$ cat src/rtl/stkptr_pkg.sv
package stkptr_pkg;
  localparam int unsigned LEN_BYTES_W = 3;

  typedef enum logic [1:0] {
    LEN_BYTE = 2'b00,
    LEN_HALF = 2'b01,
    LEN_WORD = 2'b10,
    LEN_BAD  = 2'b11
  } len_code_e;

  localparam logic IDX_INT = 1'b0;
  localparam logic IDX_USR = 1'b1;
endpackage

$ cat src/rtl/stkptr_len_decode.sv
module stkptr_len_decode
  import stkptr_pkg::*;
(
  input  logic [1:0]             code_i,
  output logic [LEN_BYTES_W-1:0] bytes_o,
  output logic                   legal_o
);
  always_comb begin
    legal_o = 1'b1;
    case (code_i)
      LEN_BYTE: bytes_o = LEN_BYTES_W'(1);
      LEN_HALF: bytes_o = LEN_BYTES_W'(2);
      LEN_WORD: bytes_o = LEN_BYTES_W'(4);
      default: begin
        bytes_o = '0;
        legal_o = 1'b0;
      end
    endcase
  end

  always_comb begin
    if (legal_o) assert_len_nonzero_R3: assert (bytes_o != '0);
  end
endmodule

$ cat src/rtl/stkptr_addr_calc.sv
module stkptr_addr_calc
  import stkptr_pkg::*;
#(
  parameter int unsigned AW = 32
) (
  input  logic [AW-1:0]          base_i,
  input  logic [LEN_BYTES_W-1:0] bytes_i,
  input  logic                   is_push_i,
  output logic [AW-1:0]          addr_o,
  output logic [AW-1:0]          next_o
);
  localparam int unsigned PAD_W = AW - LEN_BYTES_W;

  logic [AW-1:0] len_ext;
  logic [AW-1:0] dec_val;
  logic [AW-1:0] inc_val;

  assign len_ext = {{PAD_W{1'b0}}, bytes_i};
  assign dec_val = base_i - len_ext;
  assign inc_val = base_i + len_ext;

  always_comb begin
    if (is_push_i) begin
      addr_o = dec_val;
      next_o = dec_val;
    end else begin
      addr_o = base_i;
      next_o = inc_val;
    end
  end
endmodule

$ cat src/rtl/stkptr_sel_reg.sv
module stkptr_sel_reg (
  input  logic clk,
  input  logic rst_n,
  input  logic trap_i,
  input  logic wr_i,
  input  logic val_i,
  output logic sel_o,
  output logic eff_o
);
  logic sel_q;

  always_ff @(posedge clk or negedge rst_n) begin
    if (!rst_n)      sel_q <= 1'b0;
    else if (trap_i) sel_q <= 1'b0;
    else if (wr_i)   sel_q <= val_i;
  end

  assign sel_o = sel_q;
  assign eff_o = trap_i ? 1'b0 : sel_q;

  assert_trap_clears_R7: assert property (@(posedge clk) disable iff (!rst_n)
    trap_i |=> !sel_o);

  assert_sel_write_R8: assert property (@(posedge clk) disable iff (!rst_n)
    (wr_i && !trap_i) |=> (sel_o == $past(val_i)));
endmodule

$ cat src/rtl/stkptr_ptr_bank.sv
module stkptr_ptr_bank #(
  parameter int unsigned AW    = 32,
  parameter int unsigned N_PTR = 2
) (
  input  logic                        clk,
  input  logic                        rst_n,
  input  logic                        wr_en_i,
  input  logic [$clog2(N_PTR)-1:0]    wr_idx_i,
  input  logic [AW-1:0]               wr_val_i,
  output logic [N_PTR-1:0][AW-1:0]    sp_o
);
  localparam int unsigned IW = $clog2(N_PTR);

  for (genvar g = 0; g < N_PTR; g++) begin : g_ptr
    logic hit;
    assign hit = wr_en_i && (wr_idx_i == IW'(g));
    always_ff @(posedge clk or negedge rst_n) begin
      if (!rst_n)   sp_o[g] <= '0;
      else if (hit) sp_o[g] <= wr_val_i;
    end
  end

  assert_write_lands_R9: assert property (@(posedge clk) disable iff (!rst_n)
    wr_en_i |=> (sp_o[$past(wr_idx_i)] == $past(wr_val_i)));
endmodule

$ cat src/rtl/stkptr_unit.sv
module stkptr_unit
  import stkptr_pkg::*;
#(
  parameter int unsigned AW = 32
) (
  input  logic          clk,
  input  logic          rst_n,
  input  logic          push_i,
  input  logic          pop_i,
  input  logic [1:0]    len_code_i,
  input  logic          sel_wr_i,
  input  logic          sel_val_i,
  input  logic          trap_entry_i,
  input  logic          load_en_i,
  input  logic          load_idx_i,
  input  logic [AW-1:0] load_val_i,
  output logic [AW-1:0] mem_addr_o,
  output logic          addr_valid_o,
  output logic          err_o,
  output logic          sel_o,
  output logic [AW-1:0] sp_int_o,
  output logic [AW-1:0] sp_usr_o
);
  localparam int unsigned N_PTR = 2;

  logic                        eff_sel;
  logic [LEN_BYTES_W-1:0]      len_bytes;
  logic                        len_legal;
  logic [N_PTR-1:0][AW-1:0]    sp;
  logic [AW-1:0]               active;
  logic [AW-1:0]               acc_addr;
  logic [AW-1:0]               next_val;
  logic                        any_req;
  logic                        one_req;
  logic                        req_ok;
  logic                        wr_en;
  logic                        wr_idx;
  logic [AW-1:0]               wr_val;

  stkptr_sel_reg u_sel (
    .clk   (clk),
    .rst_n (rst_n),
    .trap_i(trap_entry_i),
    .wr_i  (sel_wr_i),
    .val_i (sel_val_i),
    .sel_o (sel_o),
    .eff_o (eff_sel)
  );

  stkptr_len_decode u_len (
    .code_i (len_code_i),
    .bytes_o(len_bytes),
    .legal_o(len_legal)
  );

  assign active = sp[eff_sel];

  stkptr_addr_calc #(.AW(AW)) u_calc (
    .base_i   (active),
    .bytes_i  (len_bytes),
    .is_push_i(push_i),
    .addr_o   (acc_addr),
    .next_o   (next_val)
  );

  assign any_req = push_i | pop_i;
  assign one_req = push_i ^ pop_i;
  assign req_ok  = one_req && len_legal && !load_en_i;

  assign err_o        = !load_en_i && ((push_i && pop_i) || (any_req && !len_legal));
  assign addr_valid_o = req_ok;
  assign mem_addr_o   = req_ok ? acc_addr : '0;

  assign wr_en  = load_en_i || req_ok;
  assign wr_idx = load_en_i ? load_idx_i : eff_sel;
  assign wr_val = load_en_i ? load_val_i : next_val;

  stkptr_ptr_bank #(.AW(AW), .N_PTR(N_PTR)) u_bank (
    .clk     (clk),
    .rst_n   (rst_n),
    .wr_en_i (wr_en),
    .wr_idx_i(wr_idx),
    .wr_val_i(wr_val),
    .sp_o    (sp)
  );

  assign sp_int_o = sp[IDX_INT];
  assign sp_usr_o = sp[IDX_USR];

  assert_push_lands_R3: assert property (@(posedge clk) disable iff (!rst_n)
    (addr_valid_o && push_i) |=>
      (($past(eff_sel) ? sp_usr_o : sp_int_o) == $past(mem_addr_o)));

  assert_pop_addr_R4: assert property (@(posedge clk) disable iff (!rst_n)
    (addr_valid_o && pop_i) |-> (mem_addr_o == (eff_sel ? sp_usr_o : sp_int_o)));

  assert_bad_len_R5: assert property (@(posedge clk) disable iff (!rst_n)
    (one_req && len_code_i == LEN_BAD && !load_en_i) |-> (err_o && !addr_valid_o));

  assert_conflict_R6: assert property (@(posedge clk) disable iff (!rst_n)
    (push_i && pop_i && !load_en_i) |=> ($stable(sp_int_o) && $stable(sp_usr_o)));

  assert_trap_uses_int_R7: assert property (@(posedge clk) disable iff (!rst_n)
    (trap_entry_i && addr_valid_o && !load_en_i) |=> $stable(sp_usr_o));

  assert_idle_quiet_R11: assert property (@(posedge clk) disable iff (!rst_n)
    (!push_i && !pop_i && !load_en_i) |=>
      ($stable(sp_int_o) && $stable(sp_usr_o)));

  assert_inactive_kept_R2: assert property (@(posedge clk) disable iff (!rst_n)
    (!load_en_i && !eff_sel) |=> $stable(sp_usr_o));
endmodule

$ cat config.mk
export PLATFORM = sky130hd
export DESIGN_NAME = stkptr_unit
export DESIGN_NICKNAME = d
export VERILOG_FILES = /design/src/rtl/stkptr_pkg.sv /design/src/rtl/stkptr_len_decode.sv /design/src/rtl/stkptr_addr_calc.sv /design/src/rtl/stkptr_sel_reg.sv /design/src/rtl/stkptr_ptr_bank.sv /design/src/rtl/stkptr_unit.sv
export SDC_FILE = /design/constraint.sdc
export NUM_CORES = 1
export LEC_CHECK = 0
export BUFFER_PORTS_ARGS = -buffer_cell sky130_fd_sc_hd__buf_2
export CORE_ASPECT_RATIO = 1.25
export CORE_MARGIN = 2
export CORE_UTILIZATION = 54
export DETAILED_ROUTE_END_ITERATION = 10
export GPL_ROUTABILITY_DRIVEN = 0
export PLACE_DENSITY = 0.86
export SETUP_SLACK_MARGIN = 0.4
export SLEW_MARGIN = 15
export SYNTH_ARGS = -nofsm -noshare
export SYNTH_HDL_FRONTEND = slang
export SYNTH_HIERARCHICAL = 1
export SYNTH_SLANG_ARGS = --single-unit
$ cat constraint.sdc
create_clock -name clk -period 4.7 [get_ports clk]
set_input_delay 0.705 -clock clk [delete_from_list [all_inputs] [get_ports clk]]
set_output_delay 0.705 -clock clk [all_outputs]
set_load 0.1 [all_outputs]
### Word level (Yosys, flattened, before mapping)

Index checks and enable logic that the tools add are counted.

* input port bits: 43
* bits in registers: 65
* output and inout bits: 99

* $add $sub $neg: 2
* magnitude comparators: 1
* eq/ne operators: 2
* bitwise logic cells: 3
* reduce and logical (&&, ||, !) cells: 14
* muxes and demuxes: 12

Operator list (number)
* 2-to-1 mux 32 bit: 6
* adder 32 x 3 -> 32 bit: 1
* subtractor 32 x 3 -> 32 bit: 1
* case mux 3 bit (3 select lines): 1
* logical AND 1 bit: 7
* 2-to-1 mux 1 bit: 5
* OR reduction 3 bit: 1
* equality test 2 x 1 -> 1 bit, second input constant: 1
* equality test 2 bit, second input constant: 1
* zero test 1 bit: 2
* zero test 2 bit: 1
* logical OR 1 bit: 2
* < comparator 1 x 2 -> 1 bit, second input constant: 1
* nonzero test 2 bit: 1
* NOT 1 bit: 1
* OR 1 bit: 1
* XOR 1 bit: 1

### Longest topological paths before layout

Gate-level depths: netlist of run 1.

* depth after elaboration: 7
* gate-level depth with buffers: 14

### Modules after synthesis

The synthesis of run 1 kept the hierarchy.

Modules (own cells, without submodules)
* stkptr_ptr_bank: area each 2531.2 sq um, times used 1, seq. area each 1601.5 sq um, cells an instance 137
* stkptr_addr_calc: area each 1767.9 sq um, times used 1, seq. area each 0.0 sq um, cells an instance 252
* stkptr_unit: area each 1076.0 sq um, times used 1, seq. area each 0.0 sq um, cells an instance 116
* stkptr_sel_reg: area each 45.0 sq um, times used 1, seq. area each 25.0 sq um, cells an instance 4
* stkptr_len_decode: area each 22.5 sq um, times used 1, seq. area each 0.0 sq um, cells an instance 4

### Worst setup path after synthesis of run 1

OpenSTA, ideal clock, no wires.

* path kind: reg-to-output
* from: register u_sel.sel_q (netlist: u_sel/sel_o)
* to: output mem_addr_o[17]
* setup slack: -70 ps
* path buffers: 3
* arrival: 4065 ps
* stages on the path, launching flop included: 13
* cells stage by stage: dfrtp_1 nor2b_1 buf_2 buf_2 mux2_2 ha_1 buf_2 a21oi_1 nand4_1 nor4_2 nand3_1 xnor2_1 and2_1

* longest elaborated chain between the ends: 6

Ends and longest elaborated chain
* from (decl): line stkptr_sel_reg.sv:10 `logic sel_q;`
* from (signal assigned): line stkptr_sel_reg.sv:15 `else if (wr_i) sel_q <= val_i;`
* 2-to-1 mux 1 bit: line stkptr_sel_reg.sv:19 `assign eff_o = trap_i ? 1'b0 : sel_q;`
* named net eff_sel: line stkptr_unit.sv:26 `logic eff_sel;`
* 2-to-1 mux 32 bit (not written as such) (2 in a row): line stkptr_unit.sv:56 `assign active = sp[eff_sel];`
* named net active[2]: line stkptr_unit.sv:30 `logic [AW-1:0] active;`
* subtractor 32 x 3 -> 32 bit: line stkptr_addr_calc.sv:19 `assign dec_val = base_i - len_ext;`
* 2-to-1 mux 32 bit: line stkptr_addr_calc.sv:23 `if (is_push_i) begin`
* named net acc_addr[17]: line stkptr_unit.sv:31 `logic [AW-1:0] acc_addr;`
* 2-to-1 mux 32 bit: line stkptr_unit.sv:72 `assign mem_addr_o = req_ok ? acc_addr : '0;`
* to (decl): line stkptr_unit.sv:17 `output logic [AW-1:0] mem_addr_o,`

The timed path passes the listed nets, and every way through them passes these cells. The select of a mux whose other input is x is not followed.

### Worst setup path after layout of run 1

* from: input trap_entry_i
* to: output mem_addr_o[31]

* longest elaborated chain between the ends: 6

Ends and longest elaborated chain
* from (decl): line stkptr_unit.sv:13 `input logic trap_entry_i,`
* 2-to-1 mux 1 bit: line stkptr_sel_reg.sv:19
* named net eff_sel: line stkptr_unit.sv:26
* 2-to-1 mux 32 bit (not written as such) (2 in a row): line stkptr_unit.sv:56
* named net active[9]: line stkptr_unit.sv:30
* subtractor 32 x 3 -> 32 bit: line stkptr_addr_calc.sv:19
* 2-to-1 mux 32 bit: line stkptr_addr_calc.sv:23
* named net acc_addr[31]: line stkptr_unit.sv:31
* 2-to-1 mux 32 bit: line stkptr_unit.sv:72

The timed path passes the listed nets, and every way through them passes these cells. The select of a mux whose other input is x is not followed.

==> results of run 1 <==
==> worst max-delay path, cell delays in order <==
cell,delay (ps)
sky130_fd_sc_hd__buf_2,120
sky130_fd_sc_hd__nor2b_4,200
sky130_fd_sc_hd__buf_12,190
sky130_fd_sc_hd__mux2_2,460
sky130_fd_sc_hd__nor4_2,370
sky130_fd_sc_hd__buf_4,190
sky130_fd_sc_hd__nand4b_1,270
sky130_fd_sc_hd__nor3_4,310
sky130_fd_sc_hd__and2_1,190
sky130_fd_sc_hd__xor2_1,140
sky130_fd_sc_hd__and2_2,180
sky130_fd_sc_hd__buf_12,170
==> how the worst min path moves through the flow <==
stage / to / start / cells past startpoint / slack, ps
2_1_floorplan: u_bank/sp_o[0] / rst_n / 0 / 410
3_3_place_gp: u_bank/sp_o[57] / u_bank/sp_o[57] / 1 / 500
3_5_place_dp: u_bank/sp_o[48] / u_bank/sp_o[48] / 1 / 510
4_1_cts: u_bank/sp_o[48] / u_bank/sp_o[48] / 1 / 520
5_1_grt: u_bank/sp_o[48] / u_bank/sp_o[48] / 1 / 540
6_report: u_bank/sp_o[48] / u_bank/sp_o[48] / 1 / 520
==> area by class of cell <==
| class | count | area [µm²] |
|---|---|---|
| inverters | 9 | 33.8 |
| clock buffers | 13 | 260 |
| fillers | 676 | 2970 |
| well taps | 129 | 161 |
| repair buffers | 152 | 1250 |
| flip-flops and latches | 65 | 1630 |
| multi-input cells | 397 | 3630 |
| clock inverters | 3 | 15.0 |
==> cells by family after synthesis <==
kind of cell             count (synthesis)  share of synthesized area (%)
XOR/XNOR                                60                           9.66
AO/OA/AOI/OAI                           37                           5.13
multiplexers                           133                           29.5
adder cells (fa/ha/maj)                 10                           2.57
AND/OR/NAND/NOR                        157                           17.5
flip-flops                              65                           29.9
buffers and inverters                   51                           5.77
==> state kept, by name (all words and copies together) (netlist names) <==
register and cells:
u_sel/sel_o 1, u_bank/sp_o 64
==> metal layers <==
layer	global-route usage (%)	vias up	part of all wire [%]
met5	0	-	0
met4	14.5	0	4.5
met3	5.10	73	5.6
met2	47.2	243	51
met1	31.7	2275	38
li1	-	2065	-
==> cells in the final DEF (no fill, tap or decap), types with 3 or more instances in the layout <==
cell,count
sky130_fd_sc_hd__nor2_1,22
sky130_fd_sc_hd__or4_1,3
sky130_fd_sc_hd__ha_1,7
sky130_fd_sc_hd__clkinv_2,3
sky130_fd_sc_hd__mux2i_1,3
sky130_fd_sc_hd__a41oi_1,3
sky130_fd_sc_hd__nand3b_1,3
sky130_fd_sc_hd__o31ai_1,3
sky130_fd_sc_hd__nor3_1,10
sky130_fd_sc_hd__nor4_2,7
sky130_fd_sc_hd__nor4_1,3
sky130_fd_sc_hd__clkbuf_16,10
sky130_fd_sc_hd__and2_2,19
sky130_fd_sc_hd__inv_1,9
sky130_fd_sc_hd__nand4_1,4
sky130_fd_sc_hd__nor2b_1,4
sky130_fd_sc_hd__mux2_2,100
sky130_fd_sc_hd__nand2_1,23
sky130_fd_sc_hd__buf_2,112
sky130_fd_sc_hd__a21oi_1,8
sky130_fd_sc_hd__nor3_4,5
sky130_fd_sc_hd__nand3_1,12
sky130_fd_sc_hd__buf_12,30
sky130_fd_sc_hd__buf_4,9
sky130_fd_sc_hd__and2_1,15
sky130_fd_sc_hd__a32oi_1,5
sky130_fd_sc_hd__xor2_1,28
sky130_fd_sc_hd__mux2_4,30
sky130_fd_sc_hd__dfrtp_1,64
sky130_fd_sc_hd__xnor2_1,32
sky130_fd_sc_hd__and4_1,4
==> per-stage QoR <==
stage                     hold slack [ps]  worst slack [ps]  utilization, %
after floorplan                       409               431               -
after global placement                502               401            65.9
after detailed placement              512               323            65.9
after CTS                             522               423            68.9
after global routing                  535               383            70.1
final                                 525               485            70.1
==> what timing repair did <==
item                       4_1_cts  5_1_grt
pin swaps                        1        2
gates cloned                     0        1
setup buffers                    2        1
resized for setup                1       18
hold buffers                     0        0
setup endpoints to repair        3       20
hold endpoints to repair         0        0
==> impl_summary.txt, run 1 <==
----------------------------------------------------
[Yosys]
  Top cell types by occurrence after synthesis ... 100 x sky130_fd_sc_hd__mux2_2, 65 x sky130_fd_sc_hd__dfrtp_1, 34 x sky130_fd_sc_hd__and2_1
  Commonest register cell after synthesis ... sky130_fd_sc_hd__dfrtp_1
  Largest cells by area after synthesis ... sky130_fd_sc_hd__dfrtp_1 30%, sky130_fd_sc_hd__mux2_2 21%, sky130_fd_sc_hd__mux2_4 8.3%
  Post-Syn Nets ... 566
  Synth async-reset ratio ... 100%
  Syn Area/Cell ... 10.6 µm²
  Cell variety after synth ... 60
  Top cell type's share of synthesized area ... 29.9%
  Synth area leader ... sky130_fd_sc_hd__dfrtp_1
  Number of enable-type register cells in the synthesized netlist ... 0
  Number of register bits inferred by synthesis ... 65
  Cell count after synthesis ... 513
  Yosys warns ... 6
  Sequential fraction of the synthesis area ... 29.9%
  Post-synthesis instance area ... 5440 µm²
  Most frequently used cell type in the post-synthesis netlist ... sky130_fd_sc_hd__mux2_2

[Clock tree]
  Longest Clk Path Bufs ... 2
  CTS root buf ... sky130_fd_sc_hd__clkbuf_16
  Clock Pin Slew Worst Setup and Hold Paths ... 50 ps
  Total number of clock tree sinks ... 65
  Clock buffers created by TritonCTS ... 9
  CTS tree ... done
  # H-tree levels ... 3
  Worst-Skew Late Latency ... 330 ps

[Global routing]
  Number of global-route vias before repair ... 4,704
  Largest net degree at the start of global routing ... 66
  Global-route wire length before repair ... 23,500 µm
  Total global routing track utilization ... 27.1%
  Antenna violations before repair ... 0
  Total grt overflow ... 0

[Timing]
  Hold violation total from the final report ... 0
  Time the worst path needs with I/O delays and setup ... 4210 ps
  Slew HR ... 41.7%
  Achievable Freq ... 0.237 GHz
  TNS Setup ... 0 ps
  Worst Tran Pin Value ... 875 ps
  Layout Skew ... 5.48 ps
  Period utilisation layout ... 89.7%
  Unrepaired setup endpoints after global routing ... no
  Final Max Tran Viols ... 0
  Setup-violating endpoint count in the final report ... 0

[Worst setup path]
  Worst reg2reg startpoint ... u_sel/sel_o
  Reg2reg path depth ... 13
  Crit path from ... trap_entry_i
  Reg2Reg Setup Slack ... 820 ps
  Critical path launch point type ... input pin
  Start-to-end type of the worst setup path ... input pin to primary output
  Critical Path Sink Type ... primary output
  Worst path arrival time ... 3510 ps
  Critical R2R Capture ... u_bank/sp_o[28]
  Largest driver fanout on the critical path ... 17
  Endpoint required time on the critical path ... 3990 ps
  Crit path to ... mem_addr_o[31]

[Drt]
  Post-detailed-route via-to-cell ratio ... 6.06
  Number of DRC markers in iteration 0 ... 350
  Detailed Routing Iterations Pass 1 ... 5
  Post-detailed-routing wire length ... 15,100 µm
  Final ANT Viol Nets ... 0
  Vias after detailed routing ... 4,656
  WL per Instance ... 19.7 µm
  DR DRC count ... 0

[Floorplanning]
  Floorplan die area ... 10,900 µm²
  Die width ... 93.8 µm
  Area of the core ... 9950 µm²
  Initial core utilization ... 54.7%
  Top-level port count ... 142
  Row cnt ... 41
  Die extent in y ... 116 µm

[Final layout]
  Non-filler instance count after layout ... 768
  Layout Nets ... 687
  Syn-to-layout area delta ... 28.2%
  Cell area after layout ... 6980 µm²
  Diodes inserted ... 0
  Layout cell share with drive strength beyond 1 ... 54.0%

[Outcome]
  Outcome ... finished, final reports clean

[Placement]
  Placed standard-cell area ... 6560 µm²
  Half-perimeter wire length after detailed placement ... 10,700 µm
  Placed Cells incl. Taps ... 748
  Number of port buffers ... 141

[Hold path]
  Min-Delay Path Class ... flop to flop

[Job]
  Max-Cap Viols ... 0

----------------------------------------------------
Power of run 1 is not shown: default switching activity piles up to over one toggle a cycle in this logic, so the estimate is an artifact.
==> inputs of run 2 (changes only) <==
Settings changed: BUFFER_PORTS_ARGS -buffer_cell sky130_fd_sc_hd__buf_2 to default, CORE_UTILIZATION 54 to 56, DONT_BUFFER_PORTS from default to 1, PLACE_DENSITY 0.86 to 0.76.
==> run 2 against run 1 <==
Effect of this change: register-to-register slack gained 170 ps; final cell count is 9.5% lower; first-iteration DRC count decreased by 32%; critical path depth down 3; sequential share of layout area is 1.1 points higher; flip-flop and latch count stayed put; final area fell by 4.4%; wire length down 5.4%; largest cell class unchanged.
==> impl_summary.txt, run 2 (synthesis gave the netlist of run 1 again) <==
----------------------------------------------------
[Clock tree]
  Worst-Skew Late Latency ... 330 ps (about the same)
  Total number of clock tree sinks ... 65 (unchanged)
  Longest Clk Path Bufs ... 2 (unchanged)
  Clock Pin Slew Worst Setup and Hold Paths ... 50 ps (about the same)
  # H-tree levels ... 3 (unchanged)
  CTS tree ... done
  CTS root buf ... sky130_fd_sc_hd__clkbuf_16
  Clock buffers created by TritonCTS ... 9 (unchanged)

[Timing]
  Time the worst path needs with I/O delays and setup ... 4250 ps (+30.8 ps)
  Final Max Tran Viols ... 0 (unchanged)
  Layout Skew ... 5.34 ps (-0.139 ps)
  TNS Setup ... 0 ps (unchanged)
  Unrepaired setup endpoints after global routing ... yes
  Slew HR ... 28.7% (-13 points)
  Achievable Freq ... 0.236 GHz (-0.73%)
  Setup-violating endpoint count in the final report ... 0 (unchanged)
  Hold violation total from the final report ... 0 (unchanged)
  Worst Tran Pin Value ... 1070 ps (+193 ps)
  Min Hold Slack ... 63.7 ps (-461 ps)
  Period utilisation layout ... 90.3% (+0.66 points)

[Final layout]
  Most flops, register ... u_bank/sp_o
  Cell area after layout ... 6670 µm² (-4.4%)
  Max FFs per register ... 64 (unchanged)
  Footprint of the flip-flops and latches ... 1630 µm² (unchanged)
  Leading cell types in the layout, fill and taps excluded ... 100 x sky130_fd_sc_hd__mux2_2, 64 x sky130_fd_sc_hd__dfrtp_1, 54 x sky130_fd_sc_hd__buf_4
  Diodes inserted ... 0 (unchanged)
  Number of fill cells ... 700 (+3.6%)
  Syn-to-layout area delta ... 22.6%
  Layout cell share with drive strength beyond 1 ... 47.3% (-6.7 points)
  Area of the multi-input gates ... 3600 µm² (-0.79%)
  Layout Nets ... 617 (-10%)
  Most frequent standard cell in the layout excluding fill and tap cells ... sky130_fd_sc_hd__mux2_2

[Drt]
  Post-detailed-route via-to-cell ratio ... 6.03 (-0.49%)
  DR DRC count ... 0 (unchanged)
  Post-detailed-routing wire length ... 14,300 µm (-5.4%)
  WL per Instance ... 20.6 µm (+4.5%)
  Number of DRC markers in iteration 0 ... 238 (-32%)
  Vias after detailed routing ... 4,193 (-9.9%)
  Detailed Routing Iterations Pass 1 ... 5 (unchanged)
  Final ANT Viol Nets ... 0 (unchanged)

[Worst setup path]
  Reg2reg path depth ... 11 (-2)
  Crit path from ... u_sel/sel_o
  Largest driver fanout on the critical path ... 14 (-3)
  Crit path to ... mem_addr_o[27]
  Critical Path Sink Type ... primary output
  Critical R2R Capture ... u_bank/sp_o[27]
  Start-to-end type of the worst setup path ... flop to primary output
  Worst reg2reg startpoint ... u_sel/sel_o
  Critical path launch point type ... flop
  Endpoint required time on the critical path ... 3990 ps (about the same)
  Worst path arrival time ... 3540 ps (+30 ps)
  Reg2Reg Setup Slack ... 990 ps (+170 ps)

[Hold path]
  Min-Delay Path Class ... input pin to asynchronous set/reset pin

[Global routing]
  Number of global-route vias before repair ... 4,498 (-4.4%)
  Global-route wire length before repair ... 22,700 µm (-3.2%)
  Total grt overflow ... 0 (unchanged)
  Total global routing track utilization ... 27.3% (+0.16 points)
  Antenna violations before repair ... 0 (unchanged)
  Largest net degree at the start of global routing ... 66 (unchanged)

[Floorplanning]
  Top-level port count ... 142 (unchanged)
  Row cnt ... 40 (-2.4%)
  Die width ... 92.2 µm (-1.7%)
  Die extent in y ... 114 µm (-1.7%)
  Initial core utilization ... 56.9% (+2.2 points)
  Floorplan die area ... 10,500 µm² (-3.4%)
  Area of the core ... 9560 µm² (-3.9%)

[Placement]
  Number of port buffers ... 0 (-100%)
  Placed standard-cell area ... 6300 µm² (-3.9%)
  Half-perimeter wire length after detailed placement ... 10,400 µm (-2.3%)

[Job]
  Max-Cap Viols ... 0 (unchanged)

[Outcome]
  Outcome ... finished, final reports clean

----------------------------------------------------
run 2: changes by cell type in the layout (fill, tap and decap cells not counted), sizes merged:
cell,before,now
clkinv,3,2
clkbuf,14,13
bufinv,0,1
buf,151,82
run 2: how the worst min path moves through the flow:
stage / from / to / slack, ps / cells past startpoint
final: rst_n / u_bank/sp_o[17] / 60 / 0
after global routing: rst_n / u_bank/sp_o[17] / 50 / 0
after CTS: rst_n / u_bank/sp_o[24] / 60 / 0
after detailed placement: rst_n / u_bank/sp_o[17] / 410 / 0
after global placement: rst_n / u_bank/sp_o[17] / 410 / 0
after floorplan: rst_n / u_bank/sp_o[0] / 410 / 0
run 2: per-stage QoR:
| stage | worst slack (ps) | std cells | utilization, % |
|---|---|---|---|
| finish | 454 | 695 | 69.8 |
| floorplan | 431 | 513 | - |
| global route | 319 | 695 | 69.8 |
| global placement | 454 | 676 | 65.9 |
| CTS | 407 | 692 | 69.1 |
| detailed placement | 400 | 676 | 65.9 |
run 2: worst max-delay path, stage by stage, from the launching register on:
cell and delay, ps:
sky130_fd_sc_hd__dfrtp_2 350, sky130_fd_sc_hd__nor2b_4 190, sky130_fd_sc_hd__buf_4 260, sky130_fd_sc_hd__mux2_2 490, sky130_fd_sc_hd__nor4_2 480, sky130_fd_sc_hd__nand4b_1 350, sky130_fd_sc_hd__nor4_1 540, sky130_fd_sc_hd__xor2_1 200
sky130_fd_sc_hd__and2_2 180, sky130_fd_sc_hd__buf_12 180
run 2: repair_timing:
action | 4_1_cts | 5_1_grt
buffers inserted | 0 | 3
pin swaps | 0 | 2
hold buffers | 0 | 0
endpoints found under the setup margin | 2 | 19
hold endpoints to repair | 0 | 0
resized for setup | 2 | 8
run 2: layout make-up:
type	instances	share of cell area [%]
clock buffer	13	3.75
clock inverter	3	0.600
inverter	9	0.506
multi-input combinational	397	53.9
sequential	65	24.4
tap	126	2.36
timing repair buffer	82	14.5
run 2: per-layer routing:
metal | up-vias | share of wire [%] | GRT usage, %
met4 | 0 | 2.4 | 10.5
met2 | 173 | 53 | 48.7
met5 | - | 0 | 0
met1 | 2063 | 39 | 32.0
li1 | 1922 | - | -
met3 | 35 | 6.1 | 5.99
Power of run 2 is left out for the same reason.
